### src/rtl/sfwd_pkg.sv
// Shared types for the store-to-load forwarding checker.
package sfwd_pkg;

    // Result classification, value visible on res_kind.
    typedef enum logic [1:0] {
        FWD_NONE  = 2'b00,
        FWD_HIT   = 2'b01,
        FWD_STALL = 2'b10
    } fwd_kind_e;

    // Scan controller state.
    typedef enum logic {
        ST_IDLE = 1'b0,
        ST_SCAN = 1'b1
    } scan_state_e;

endpackage

### src/rtl/sfwd_overlap.sv
// Byte-range overlap classifier for one store entry against one load.
// Ranges are half-open [addr, addr+size); ends are computed one bit wider
// than the address so no range wraps. Skipped entries never match.
module sfwd_overlap #(
    parameter int AW  = 16,
    parameter int SZW = 4
) (
    input  logic [AW-1:0]  ld_addr,
    input  logic [SZW-1:0] ld_size,
    input  logic [AW-1:0]  st_addr,
    input  logic [SZW-1:0] st_size,
    input  logic           st_nc,
    output logic           hit_full,
    output logic           hit_part
);
    logic [AW:0] ld_lo, ld_hi, st_lo, st_hi;
    logic        skip, contain, touch;

    // Range ends, widened by one bit.
    always_comb begin
        ld_lo = {1'b0, ld_addr};
        st_lo = {1'b0, st_addr};
        ld_hi = ld_lo + {{(AW+1-SZW){1'b0}}, ld_size};
        st_hi = st_lo + {{(AW+1-SZW){1'b0}}, st_size};
    end

    // Classification: containment, intersection, skip rule.
    always_comb begin
        skip     = (st_size == '0) || st_nc;
        contain  = (ld_lo >= st_lo) && (ld_hi <= st_hi);
        touch    = (ld_lo < st_hi) && (ld_hi > st_lo);
        hit_full = !skip && contain;
        hit_part = !skip && touch && !contain;
    end
endmodule

### src/rtl/sfwd_extract.sv
// Byte extractor: shifts store data down by a byte offset and keeps only
// the low ld_size bytes, zero-filling the rest. Assumes DB is a power of
// two of at least 2 and offset+ld_size <= DB when the result is used.
module sfwd_extract #(
    parameter int DB  = 8,
    parameter int SZW = 4,
    localparam int OFW = $clog2(DB),
    localparam int DW  = DB * 8
) (
    input  logic [DW-1:0]  st_data,
    input  logic [OFW-1:0] offset,
    input  logic [SZW-1:0] ld_size,
    output logic [DW-1:0]  ld_data
);
    logic [DW-1:0] shifted;

    // Align the requested bytes to bit 0.
    assign shifted = st_data >> {offset, 3'b000};

    // Per-byte keep or zero, by byte position against the load size.
    for (genvar b = 0; b < DB; b++) begin : g_byte
        assign ld_data[b*8 +: 8] = (SZW'(b) < ld_size) ? shifted[b*8 +: 8] : 8'h00;
    end
endmodule

### src/rtl/sfwd_stall_track.sv
// Stall record: keeps the oldest load that hit a partial overlap and the
// tag of the store it waits on. Age tags compare as plain unsigned values.
// A clear at the same edge as a set wins.
module sfwd_stall_track #(
    parameter int SW  = 16,
    parameter int LIW = 3
) (
    input  logic           clk,
    input  logic           rst_n,
    input  logic           set,
    input  logic [SW-1:0]  set_st_seq,
    input  logic [LIW-1:0] set_ld_idx,
    input  logic [SW-1:0]  set_ld_seq,
    input  logic           clr,
    output logic           active,
    output logic [SW-1:0]  st_seq,
    output logic [LIW-1:0] ld_idx,
    output logic [SW-1:0]  ld_seq
);
    logic take;

    // A new stall is taken when the record is empty or the load is older.
    assign take = set && (!active || (set_ld_seq < ld_seq));

    // Record update with clear priority.
    always_ff @(posedge clk) begin
        if (!rst_n) begin
            active <= 1'b0;
            st_seq <= '0;
            ld_idx <= '0;
            ld_seq <= '0;
        end else if (clr) begin
            active <= 1'b0;
        end else if (take) begin
            active <= 1'b1;
            st_seq <= set_st_seq;
            ld_idx <= set_ld_idx;
            ld_seq <= set_ld_seq;
        end
    end

    AST_CLEAR_WINS: assert property (@(posedge clk) disable iff (!rst_n)
        clr |=> !active);

    AST_OLDER_ONLY: assert property (@(posedge clk) disable iff (!rst_n)
        (active && !clr) |=> (active && ld_seq <= $past(ld_seq)));
endmodule

### src/rtl/sfwd_check.sv
// Store-to-load forwarding checker. Accepts one load, scans older store
// entries one per cycle from the youngest down to the write-back slot, and
// reports forward / stall / memory with a registered one-cycle strobe.
// Assumes the store-queue vectors stay stable during a scan, load size is
// 1..DATA_BYTES, and DATA_BYTES is a power of two of at least 2.
module sfwd_check
    import sfwd_pkg::*;
#(
    parameter int SQ_DEPTH   = 8,
    parameter int LQ_DEPTH   = 8,
    parameter int ADDR_W     = 16,
    parameter int DATA_BYTES = 8,
    parameter int SEQ_W      = 16,
    localparam int QIW = $clog2(SQ_DEPTH),
    localparam int LIW = $clog2(LQ_DEPTH),
    localparam int SZW = $clog2(DATA_BYTES + 1),
    localparam int DW  = DATA_BYTES * 8
) (
    input  logic                     clk,
    input  logic                     rst_n,
    input  logic                     req_valid,
    output logic                     req_ready,
    input  logic [ADDR_W-1:0]        req_addr,
    input  logic [SZW-1:0]           req_size,
    input  logic [LIW-1:0]           req_ld_idx,
    input  logic [SEQ_W-1:0]         req_ld_seq,
    input  logic [QIW-1:0]           req_sq_idx,
    input  logic [QIW-1:0]           wb_idx,
    input  logic [SQ_DEPTH*ADDR_W-1:0] sq_addr,
    input  logic [SQ_DEPTH*SZW-1:0]  sq_size,
    input  logic [SQ_DEPTH*DW-1:0]   sq_data,
    input  logic [SQ_DEPTH*SEQ_W-1:0] sq_seq,
    input  logic [SQ_DEPTH-1:0]      sq_nc,
    output logic                     res_valid,
    output logic [1:0]               res_kind,
    output logic [DW-1:0]            res_data,
    output logic [QIW-1:0]           res_st_idx,
    input  logic                     stall_clr,
    output logic                     stall_active,
    output logic [SEQ_W-1:0]         stall_st_seq,
    output logic [LIW-1:0]           stall_ld_idx,
    output logic [SEQ_W-1:0]         stall_ld_seq
);
    localparam int OFW = $clog2(DATA_BYTES);
    localparam logic [QIW-1:0] TOP_IDX = QIW'(SQ_DEPTH - 1);
    localparam logic [SZW-1:0] DB_SZ   = SZW'(DATA_BYTES);

    scan_state_e       state;
    logic [QIW-1:0]    cur, wb_q, e_idx;
    logic [ADDR_W-1:0] ld_addr_q;
    logic [SZW-1:0]    ld_size_q;
    logic [LIW-1:0]    ld_idx_q;
    logic [SEQ_W-1:0]  ld_seq_q;

    logic [ADDR_W-1:0] e_addr;
    logic [SZW-1:0]    e_size;
    logic [DW-1:0]     e_data;
    logic [SEQ_W-1:0]  e_seq;
    logic              e_nc;
    logic              hit_full, hit_part, at_end, stall_set;
    logic [OFW-1:0]    offset;
    logic [DW-1:0]     fwd_data;

    // Next entry to examine: one slot older, wrapping below zero.
    assign e_idx = (cur == '0) ? TOP_IDX : cur - 1'b1;

    // Field selection for the entry under examination.
    always_comb begin
        e_addr = sq_addr[int'(e_idx)*ADDR_W +: ADDR_W];
        e_size = sq_size[int'(e_idx)*SZW +: SZW];
        e_data = sq_data[int'(e_idx)*DW +: DW];
        e_seq  = sq_seq[int'(e_idx)*SEQ_W +: SEQ_W];
        e_nc   = sq_nc[e_idx];
    end

    // Byte offset of the load within the store, modulo the data width.
    assign offset = ld_addr_q[OFW-1:0] - e_addr[OFW-1:0];

    sfwd_overlap #(.AW(ADDR_W), .SZW(SZW)) u_overlap (
        .ld_addr  (ld_addr_q),
        .ld_size  (ld_size_q),
        .st_addr  (e_addr),
        .st_size  (e_size),
        .st_nc    (e_nc),
        .hit_full (hit_full),
        .hit_part (hit_part)
    );

    sfwd_extract #(.DB(DATA_BYTES), .SZW(SZW)) u_extract (
        .st_data (e_data),
        .offset  (offset),
        .ld_size (ld_size_q),
        .ld_data (fwd_data)
    );

    // Scan termination and stall decision for this cycle.
    assign at_end    = (cur == wb_q);
    assign stall_set = (state == ST_SCAN) && !at_end && !hit_full && hit_part;
    assign req_ready = (state == ST_IDLE);

    // Scan controller and result register.
    always_ff @(posedge clk) begin
        if (!rst_n) begin
            state      <= ST_IDLE;
            cur        <= '0;
            wb_q       <= '0;
            ld_addr_q  <= '0;
            ld_size_q  <= '0;
            ld_idx_q   <= '0;
            ld_seq_q   <= '0;
            res_valid  <= 1'b0;
            res_kind   <= FWD_NONE;
            res_data   <= '0;
            res_st_idx <= '0;
        end else begin
            res_valid <= 1'b0;
            case (state)
                ST_IDLE: begin
                    if (req_valid) begin
                        state     <= ST_SCAN;
                        cur       <= req_sq_idx;
                        wb_q      <= wb_idx;
                        ld_addr_q <= req_addr;
                        ld_size_q <= req_size;
                        ld_idx_q  <= req_ld_idx;
                        ld_seq_q  <= req_ld_seq;
                    end
                end
                ST_SCAN: begin
                    if (at_end) begin
                        state      <= ST_IDLE;
                        res_valid  <= 1'b1;
                        res_kind   <= FWD_NONE;
                        res_data   <= '0;
                        res_st_idx <= '0;
                    end else if (hit_full) begin
                        state      <= ST_IDLE;
                        res_valid  <= 1'b1;
                        res_kind   <= FWD_HIT;
                        res_data   <= fwd_data;
                        res_st_idx <= e_idx;
                    end else if (hit_part) begin
                        state      <= ST_IDLE;
                        res_valid  <= 1'b1;
                        res_kind   <= FWD_STALL;
                        res_data   <= '0;
                        res_st_idx <= e_idx;
                    end else begin
                        cur <= e_idx;
                    end
                end
                default: state <= ST_IDLE;
            endcase
        end
    end

    sfwd_stall_track #(.SW(SEQ_W), .LIW(LIW)) u_stall (
        .clk        (clk),
        .rst_n      (rst_n),
        .set        (stall_set),
        .set_st_seq (e_seq),
        .set_ld_idx (ld_idx_q),
        .set_ld_seq (ld_seq_q),
        .clr        (stall_clr),
        .active     (stall_active),
        .st_seq     (stall_st_seq),
        .ld_idx     (stall_ld_idx),
        .ld_seq     (stall_ld_seq)
    );

    AST_ACCEPT_BUSY: assert property (@(posedge clk) disable iff (!rst_n)
        (req_valid && req_ready) |=> !req_ready);

    AST_NONE_ZERO: assert property (@(posedge clk) disable iff (!rst_n)
        (res_valid && res_kind == FWD_NONE) |-> (res_data == '0));

    AST_STALL_ZERO: assert property (@(posedge clk) disable iff (!rst_n)
        (res_valid && res_kind == FWD_STALL) |-> (res_data == '0));

    AST_STALL_RECORDED: assert property (@(posedge clk) disable iff (!rst_n)
        (res_valid && res_kind == FWD_STALL) |-> stall_active);

    AST_ZERO_FILL: assert property (@(posedge clk) disable iff (!rst_n)
        (res_valid && res_kind == FWD_HIT && ld_size_q < DB_SZ)
            |-> ((res_data >> {ld_size_q, 3'b000}) == '0));

    AST_NONE_IDX: assert property (@(posedge clk) disable iff (!rst_n)
        (res_valid && res_kind == FWD_NONE) |-> (res_st_idx == '0));
endmodule

### config.mk
export PLATFORM = sky130hd
export DESIGN_NAME = sfwd_check
export DESIGN_NICKNAME = d
export VERILOG_FILES = /design/src/rtl/sfwd_pkg.sv /design/src/rtl/sfwd_overlap.sv /design/src/rtl/sfwd_extract.sv /design/src/rtl/sfwd_stall_track.sv /design/src/rtl/sfwd_check.sv
export SDC_FILE = /design/constraint.sdc
export NUM_CORES = 1
export LEC_CHECK = 0
export BUFFER_PORTS_ARGS = -buffer_cell sky130_fd_sc_hd__buf_2
export CORE_AREA = 3 3 378 380
export CTS_CLUSTER_SIZE = 25
export DETAILED_ROUTE_END_ITERATION = 16
export DIE_AREA = 0 0 381 383
export PLACE_DENSITY_LB_ADDON = 0.3
export SYNTH_ARGS = -nofsm -noshare
export SYNTH_HDL_FRONTEND = slang
export SYNTH_HIERARCHICAL = 1
export SYNTH_SLANG_ARGS = --single-unit
### constraint.sdc
create_clock -name clk -period 7.5 [get_ports clk]
set_input_delay 1.5 -clock clk [delete_from_list [all_inputs] [get_ports clk]]
set_output_delay 1.5 -clock clk [all_outputs]
set_load 0.02 [all_outputs]
# --- Word-level counts from Yosys, hierarchy flattened ---
# Cells that the tools add are included.
word_totals:
  register_bits: 152
  in_bits: 857
  word_cells: 104
  out_inout_bits: 107
classes:
  n_eq_ne: 5
  bitwise: 3
  reduce_logical: 25
  order_cmp: 14
  shifts: 5
  addsub: 4
  n_mux: 33
op_table:
  columns: ["operator", "n"]
  rows:
  - ["indexed part select 512 x 10 -> 64 bit", 1]
  - ["indexed part select 128 x 8 -> 16 bit", 2]
  - ["two-way mux 64 bit", 3]
  - ["two-way mux 8 bit", 8]
  - [">> shifter 64 x 6 -> 64 bit", 1]
  - ["adder 16 x 4 -> 17 bit", 2]
  - ["indexed part select 32 x 6 -> 4 bit", 1]
  - ["two-way mux 3 bit", 8]
  - ["greater-than comparator 17 x 16 -> 1 bit", 1]
  - ["<= comparator 17 bit", 1]
  - ["< comparator 16 x 17 -> 1 bit", 1]
  - [">= comparator 16 bit", 1]
  - ["< comparator 16 bit", 1]
  - ["< comparator 3 x 4 -> 1 bit (first input constant)", 4]
  - ["logical AND 1 bit", 9]
  - ["< comparator 1 x 4 -> 1 bit (first input constant)", 2]
  - ["< comparator 2 x 4 -> 1 bit (first input constant)", 2]
  - ["two-way mux 1 bit", 8]
  - ["inequality test 2 bit (second input constant)", 4]
  - ["AND reduction 2 bit", 4]
  - ["two-way mux 2 bit", 3]
  - ["case mux 3 bit (2 select lines)", 1]
  - ["zero test 1 bit", 5]
  - ["zero test 4 bit", 1]
  - ["other kinds (12)", 15]

# --- Depth between registers and ports, before layout ---
depth:
  depth_word: 12
  mapped_depth: 30

# --- Hierarchy ---
# The synthesis kept the hierarchy.
modules_own_cells:
  columns: ["module", "area_per_inst_um2", "seq_area_each_um2", "n_inst", "cells_each"]
  rows:
  - ["sfwd_check", 10262.3, 2322.2, 1, 748]
  - ["sfwd_overlap", 2144.6, 0.0, 1, 272]
  - ["sfwd_stall_track", 1894.3, 720.7, 1, 211]
  - ["sfwd_extract", 1880.6, 0.0, 1, 227]

# --- Worst setup path after synthesis ---
# No wires, ideal clock.
synth_path:
  path_type: "input to register"
  from: "input sq_addr[0]"
  to: "register u_stall.ld_idx[0]"
  setup_slack_ns: 1.120
  stages: 23
  setup_ns: 0.118
  required_ns: 7.382
  arrival_ns: 6.262
  n_path_buf: 2
  cell_sequence: "mux4_2 -> mux2_2 -> ha_1 -> fa_1 -> a21o_1 -> a21oi_1 -> nor3b_4 -> nand4_1 -> or3_1 -> xnor2_1 -> ha_1 -> a21oi_1 -> nor2b_1 -> a2111oi_0 -> nand2_1 -> o32a_1 -> a211oi_1 -> and4_1 -> nor4b_4 -> a31oi_1 -> buf_6 -> buf_12 -> mux2i_1"
synth_rtl:
  columns: ["item", "line", "rtl"]
  rows:
  - ["start: declaration", "sfwd_check.sv:29", "input logic [SQ_DEPTH*ADDR_W-1:0] sq_addr,"]
  - ["indexed part select 128 x 8 -> 16 bit *", "sfwd_check.sv:69", "e_addr = sq_addr[int'(e_idx)*ADDR_W +: ADDR_W];"]
  - ["net e_addr[0]", "sfwd_check.sv:55", "logic [ADDR_W-1:0] e_addr;"]
  - ["adder 16 x 4 -> 17 bit", "sfwd_overlap.sv:24", "st_hi = st_lo + {{(AW+1-SZW){1'b0}}, st_size};"]
  - ["< comparator 16 x 17 -> 1 bit / <= comparator 17 bit (equally long branches)", "sfwd_overlap.sv:31, sfwd_overlap.sv:30", null]
  - ["logical AND 1 bit, on equally long branches", "sfwd_overlap.sv:31, sfwd_overlap.sv:30", null]
  - ["logical AND 1 bit / zero test 1 bit (equally long branches)", "sfwd_overlap.sv:33", "hit_part = !skip && touch && !contain;"]
  - ["logical AND 1 bit *", "sfwd_overlap.sv:33", null]
  - ["net hit_part", "sfwd_check.sv:60", "logic hit_full, hit_part, at_end, stall_set;"]
  - ["logical AND 1 bit *", "sfwd_check.sv:98", "assign stall_set = (state == ST_SCAN) && !at_end && !hit_full && hit_part;"]
  - ["net stall_set", "sfwd_check.sv:60", null]
  - ["logical AND 1 bit *", "sfwd_stall_track.sv:23", "assign take = set && (!active || (set_ld_seq < ld_seq));"]
  - ["AND reduction 2 bit (no line) *", null, null]
  - ["end signal: assignment", "sfwd_stall_track.sv:37", "ld_idx <= set_ld_idx;"]
  - ["end: declaration", "sfwd_stall_track.sv:17", "output logic [LIW-1:0] ld_idx,"]
# Mark *: on every way through the listed nets, which the timed path passes. The rest lies on a longest branch.
# A chain may end at the register's enable or synchronous reset.

# --- Final worst setup path ---
layout_path:
  from: "register cur[0]"
  to: "register u_stall.st_seq[6]"
layout_rtl:
  columns: ["item", "line", "rtl"]
  rows:
  - ["start: declaration", "sfwd_check.sv:49", "logic [QIW-1:0] cur, wb_q, e_idx;"]
  - ["start signal: assignment", "sfwd_check.sv:121", "cur <= req_sq_idx;"]
  - ["start signal: assignment", "sfwd_check.sv:149", "cur <= e_idx;"]
  - ["subtractor 3 x 1 -> 3 bit / zero test 3 bit (equally long branches)", "sfwd_check.sv:65", "assign e_idx = (cur == '0) ? TOP_IDX : cur - 1'b1;"]
  - ["two-way mux 3 bit *", "sfwd_check.sv:65", null]
  - ["indexed part select 128 x 8 -> 16 bit *", "sfwd_check.sv:69", null]
  - ["net e_addr[3]", "sfwd_check.sv:55", null]
  - ["adder 16 x 4 -> 17 bit", "sfwd_overlap.sv:24", null]
  - ["< comparator 16 x 17 -> 1 bit / <= comparator 17 bit (equally long branches)", "sfwd_overlap.sv:31, sfwd_overlap.sv:30", null]
  - ["logical AND 1 bit, on equally long branches", "sfwd_overlap.sv:31, sfwd_overlap.sv:30", null]
  - ["logical AND 1 bit / zero test 1 bit (equally long branches)", "sfwd_overlap.sv:33", null]
  - ["logical AND 1 bit *", "sfwd_overlap.sv:33", null]
  - ["net hit_part", "sfwd_check.sv:60", null]
  - ["logical AND 1 bit *", "sfwd_check.sv:98", null]
  - ["net stall_set", "sfwd_check.sv:60", null]
  - ["logical AND 1 bit *", "sfwd_stall_track.sv:23", null]
  - ["AND reduction 2 bit (no line) *", null, null]
  - ["end signal: assignment", "sfwd_stall_track.sv:36", "st_seq <= set_st_seq;"]
  - ["end: declaration", "sfwd_stall_track.sv:16", "output logic [SW-1:0] st_seq,"]
# Mark *: on every way through the listed nets, which the timed path passes. The rest lies on a longest branch. The select of a mux whose other input is x is not followed.

==> summary.md <==
| Metric | Value |
|---|---|
| Outcome | completed |
| Post-synth net total | approximately 2400 |
| Seq/Total Area, Yosys | 0.1880 |
| Initial antenna violation count | 39 |
| RSZ-0062 raised after global routing | no |
| HP Class | reg -> reg |
| IO buf count | roughly 960 |
| Clk root buf | clkbuf_16 |
| Post-Route Utilization | 0.1695 |
| Placed cells | between 4000 and 5000 |
| Final setup viols | 0 |
| NumNets Final | 3315 |
| Iteration count of the initial detailed-routing pass | 6 |
| Main synth FF type | dfxtp_1 |
| Synth area leader | mux4_2 |
| Slew Limit Headroom | 0.3487 |
| Pleak | around 10 nW |
| Fraction of synthesized cell area taken by the top area cell type | 0.2923 |
| Crit path launch type | flip-flop |
| Area grow syn2layout | 46.15% |
| Global-route wire length before repair | 137600 um |
| Critical Path Sink Type | flip-flop |
| Synth async-reset ratio | 0 |
| Cell family with most CP delay | simple AND/OR/NAND/NOR gates |
| Hold buffers post-CTS | 0 |
| Initial Util | 0.1160 |
| Layout cell share with drive strength beyond 1 | 0.5934 |
| Setup CP Type | reg -> reg |
| Post-route total power | 7.523 mW |
| Post-synthesis adder-cell area fraction | 0.07330 |
| Skew-Pair Late Insertion Delay | 490 ps |
| WL/cell | 23.80 um |
| Required @ worst endpoint | between 7000 and 8000 ps |
| Total GRT Usage | 0.1343 |
| DRT iter0 DRCs | 975 |
| Fin. Hold Viols | 0 |
| CTS Buf Count | 17 |
| Routed wire length | 101700 um |
| Placeable Area | 139500 um^2 |
| Vias in the first global route | 17180 |
| Post-synthesis compound-gate area fraction | 0.1199 |
| Multiplexer share of the synthesized area | 0.4355 |
| Post-synth EDFFs | 0 |
| Post-Synthesis Cells | around 1500 |
| Clock Sinks | around 150 |
| Antenna Violating Nets Remaining | 0 |
| Vias | around 17000 |
| Num rows | 137 |
| Die W | 381 um |
| Total gr overflow | 0 |
| Max frequency | 142.0 MHz |
| TritonCTS clock tree | yes |
| Clk pin slew, worst setup/hold paths | 70 ps |
| Tmin final | 7041 ps |
| Largest net degree at the start of global routing | 100 |
| FILL cells | 15770 |
| Most instantiated cells after synthesis | mux4_2, nand2_1, dfxtp_1 |
| Crit path buf inv count | 5 |
| Area contributors post-synth | mux4_2, dfxtp_1, mux2_2 |
| Least-Margin Pin Slew | a little under 1000 ps |
| Worst Hold Depth | 2 |
| Most numerous cell in the Yosys netlist | mux4_2 |
| GP Congestion | 0.8895 |
| Bufs on Longest Clock Path | 2 |
| Synth Area per Inst | roughly 11 um^2 |
| Setup Skew | 10.56 ps |
| Worst path max stage delay | 590 ps |
| Power Dens Cells | 318.1 nW/um^2 |
| WP depth | 27 |
| Critical path's slowest cell | mux4_2 |
| Die Ht | 383 um |
| Largest family of logic cells by synthesized area | multiplexers |
| DP HPWL | 90290 um |
| Post-synthesis xor/xnor area fraction | 0.01786 |
| Post-route DRC | 0 |
| R2R depth | 27 |
| Synth Register Bits | ~150 |
| Syn Std Cell Area | 16180 um^2 |
| Area of the die | 145900 um^2 |
| Ys Warns | 6 |
| H-tree levels | 4 |
| Routed vias/inst | 3.876 |
| Post-Synth Simple-Gate Area | 0.09696 |
| Final Cycle Share | 0.9388 |
| Crit path max fanout | 18 |
| MaxCap Viol Count | 0 |
| Max Slew Vio Count | 0 |
| Fin cells | 4275 |
| I/O Pins | 964 |
| Library cells used by synthesis | 71 |
| Highest ir drop seen on vdd | ~0.28 mV |
| CP arrival | 7410 ps |
power by group:
group	switching [mW]	total (mW)	internal, mW
Sequential	0.0470	0.885	0.838
Combinational	3.21	5.62	2.41
Clock	0.391	1.02	0.628
worst min-delay path: stages (launching register included):
cell     delay, ps
dfxtp_1        310
nand2_1         50
mux2i_1         50
per-layer routing:
| layer | track usage | routed length, um | up-vias | share of wire |
|---|---|---|---|---|
| li1 | - | - | 7530 | - |
| met1 | 0.1735 | 42840 | 8204 | 0.42 |
| met2 | 0.2275 | 49280 | 722 | 0.48 |
| met3 | 0.02698 | 7076 | 100 | 0.070 |
| met4 | 0.03525 | 2470 | 12 | 0.024 |
| met5 | 0 | 69 | - | 0.00068 |
cell usage in the layout, fill, tap and decap left out, types with 46 or more instances in the layout:
| cell type | n |
|---|---|
| a22o_1 | 65 |
| buf_2 | 962 |
| a21oi_1 | 46 |
| inv_1 | 56 |
| dfxtp_1 | 152 |
| mux2i_1 | 56 |
| nand2_1 | 207 |
| ha_1 | 88 |
| mux4_2 | 210 |
| mux2_2 | 111 |
path summary, 6_finish.rpt:
| kind | slack [ps] | from | to |
|---|---|---|---|
| min | 460 | u_stall/st_seq[9] | u_stall/st_seq[9] |
| max reg2reg | 460 | cur[0] | u_stall/st_seq[6] |
| min reg2reg | 460 | u_stall/st_seq[9] | u_stall/st_seq[9] |
| max | 460 | cur[0] | u_stall/st_seq[6] |
cells by family after synthesis:
family,after synthesis
muxes,413
and+or+nand+nor,329
AOI/OAI and AO/OA,261
buffers and inverters,177
DFF,152
adders and majority gates,93
xor gates and xnor gates,33
through the flow:
step                      TNS, ps  hold WS, ps  area, um^2  worst slack (ps)
final                           0        459.4       23650             459.3
after detailed placement   -16.71        447.9       22880            -4.848
after global placement          0        442.3       22880             53.41
after floorplan                 0        435.0       16180              1120
after CTS                       0        461.4       23550             246.6
after global routing            0        480.4       23600             78.24
registers in the layout, summed over array words and instances, names as in the netlist:
| signal | cells |
|---|---|
| u_stall/ld_seq | 16 |
| state | 1 |
| u_stall/ld_idx | 3 |
| u_stall/active | 1 |
| ld_size_q | 4 |
| res_data | 64 |
| u_stall/st_seq | 16 |
| wb_q | 3 |
| res_kind | 2 |
| ld_idx_q | 3 |
| cur | 3 |
| res_valid | 1 |
| res_st_idx | 3 |
| ld_seq_q | 16 |
| ld_addr_q | 16 |
repair_timing:
item,in CTS,in global routing
setup buffers,0,6
resized for setup,0,1
endpoints found under the setup margin,0,25
endpoints found under the hold margin,0,0
area by class of cell:
class                           instances  area, um^2  area share
Antenna cell                           23       57.56    0.002434
Clock buffer                           18       439.2     0.01857
Clock inverter                         12       224.0    0.009470
Inverter                               59       221.5    0.009364
Multi-Input combinational cell       1129       12110      0.5121
Sequential cell                       152        3043      0.1287
Tap cell                             1876        2347     0.09925
Timing Repair Buffer                 1006        5207      0.2202
No activity file was read; power rests on OpenSTA's default activity.
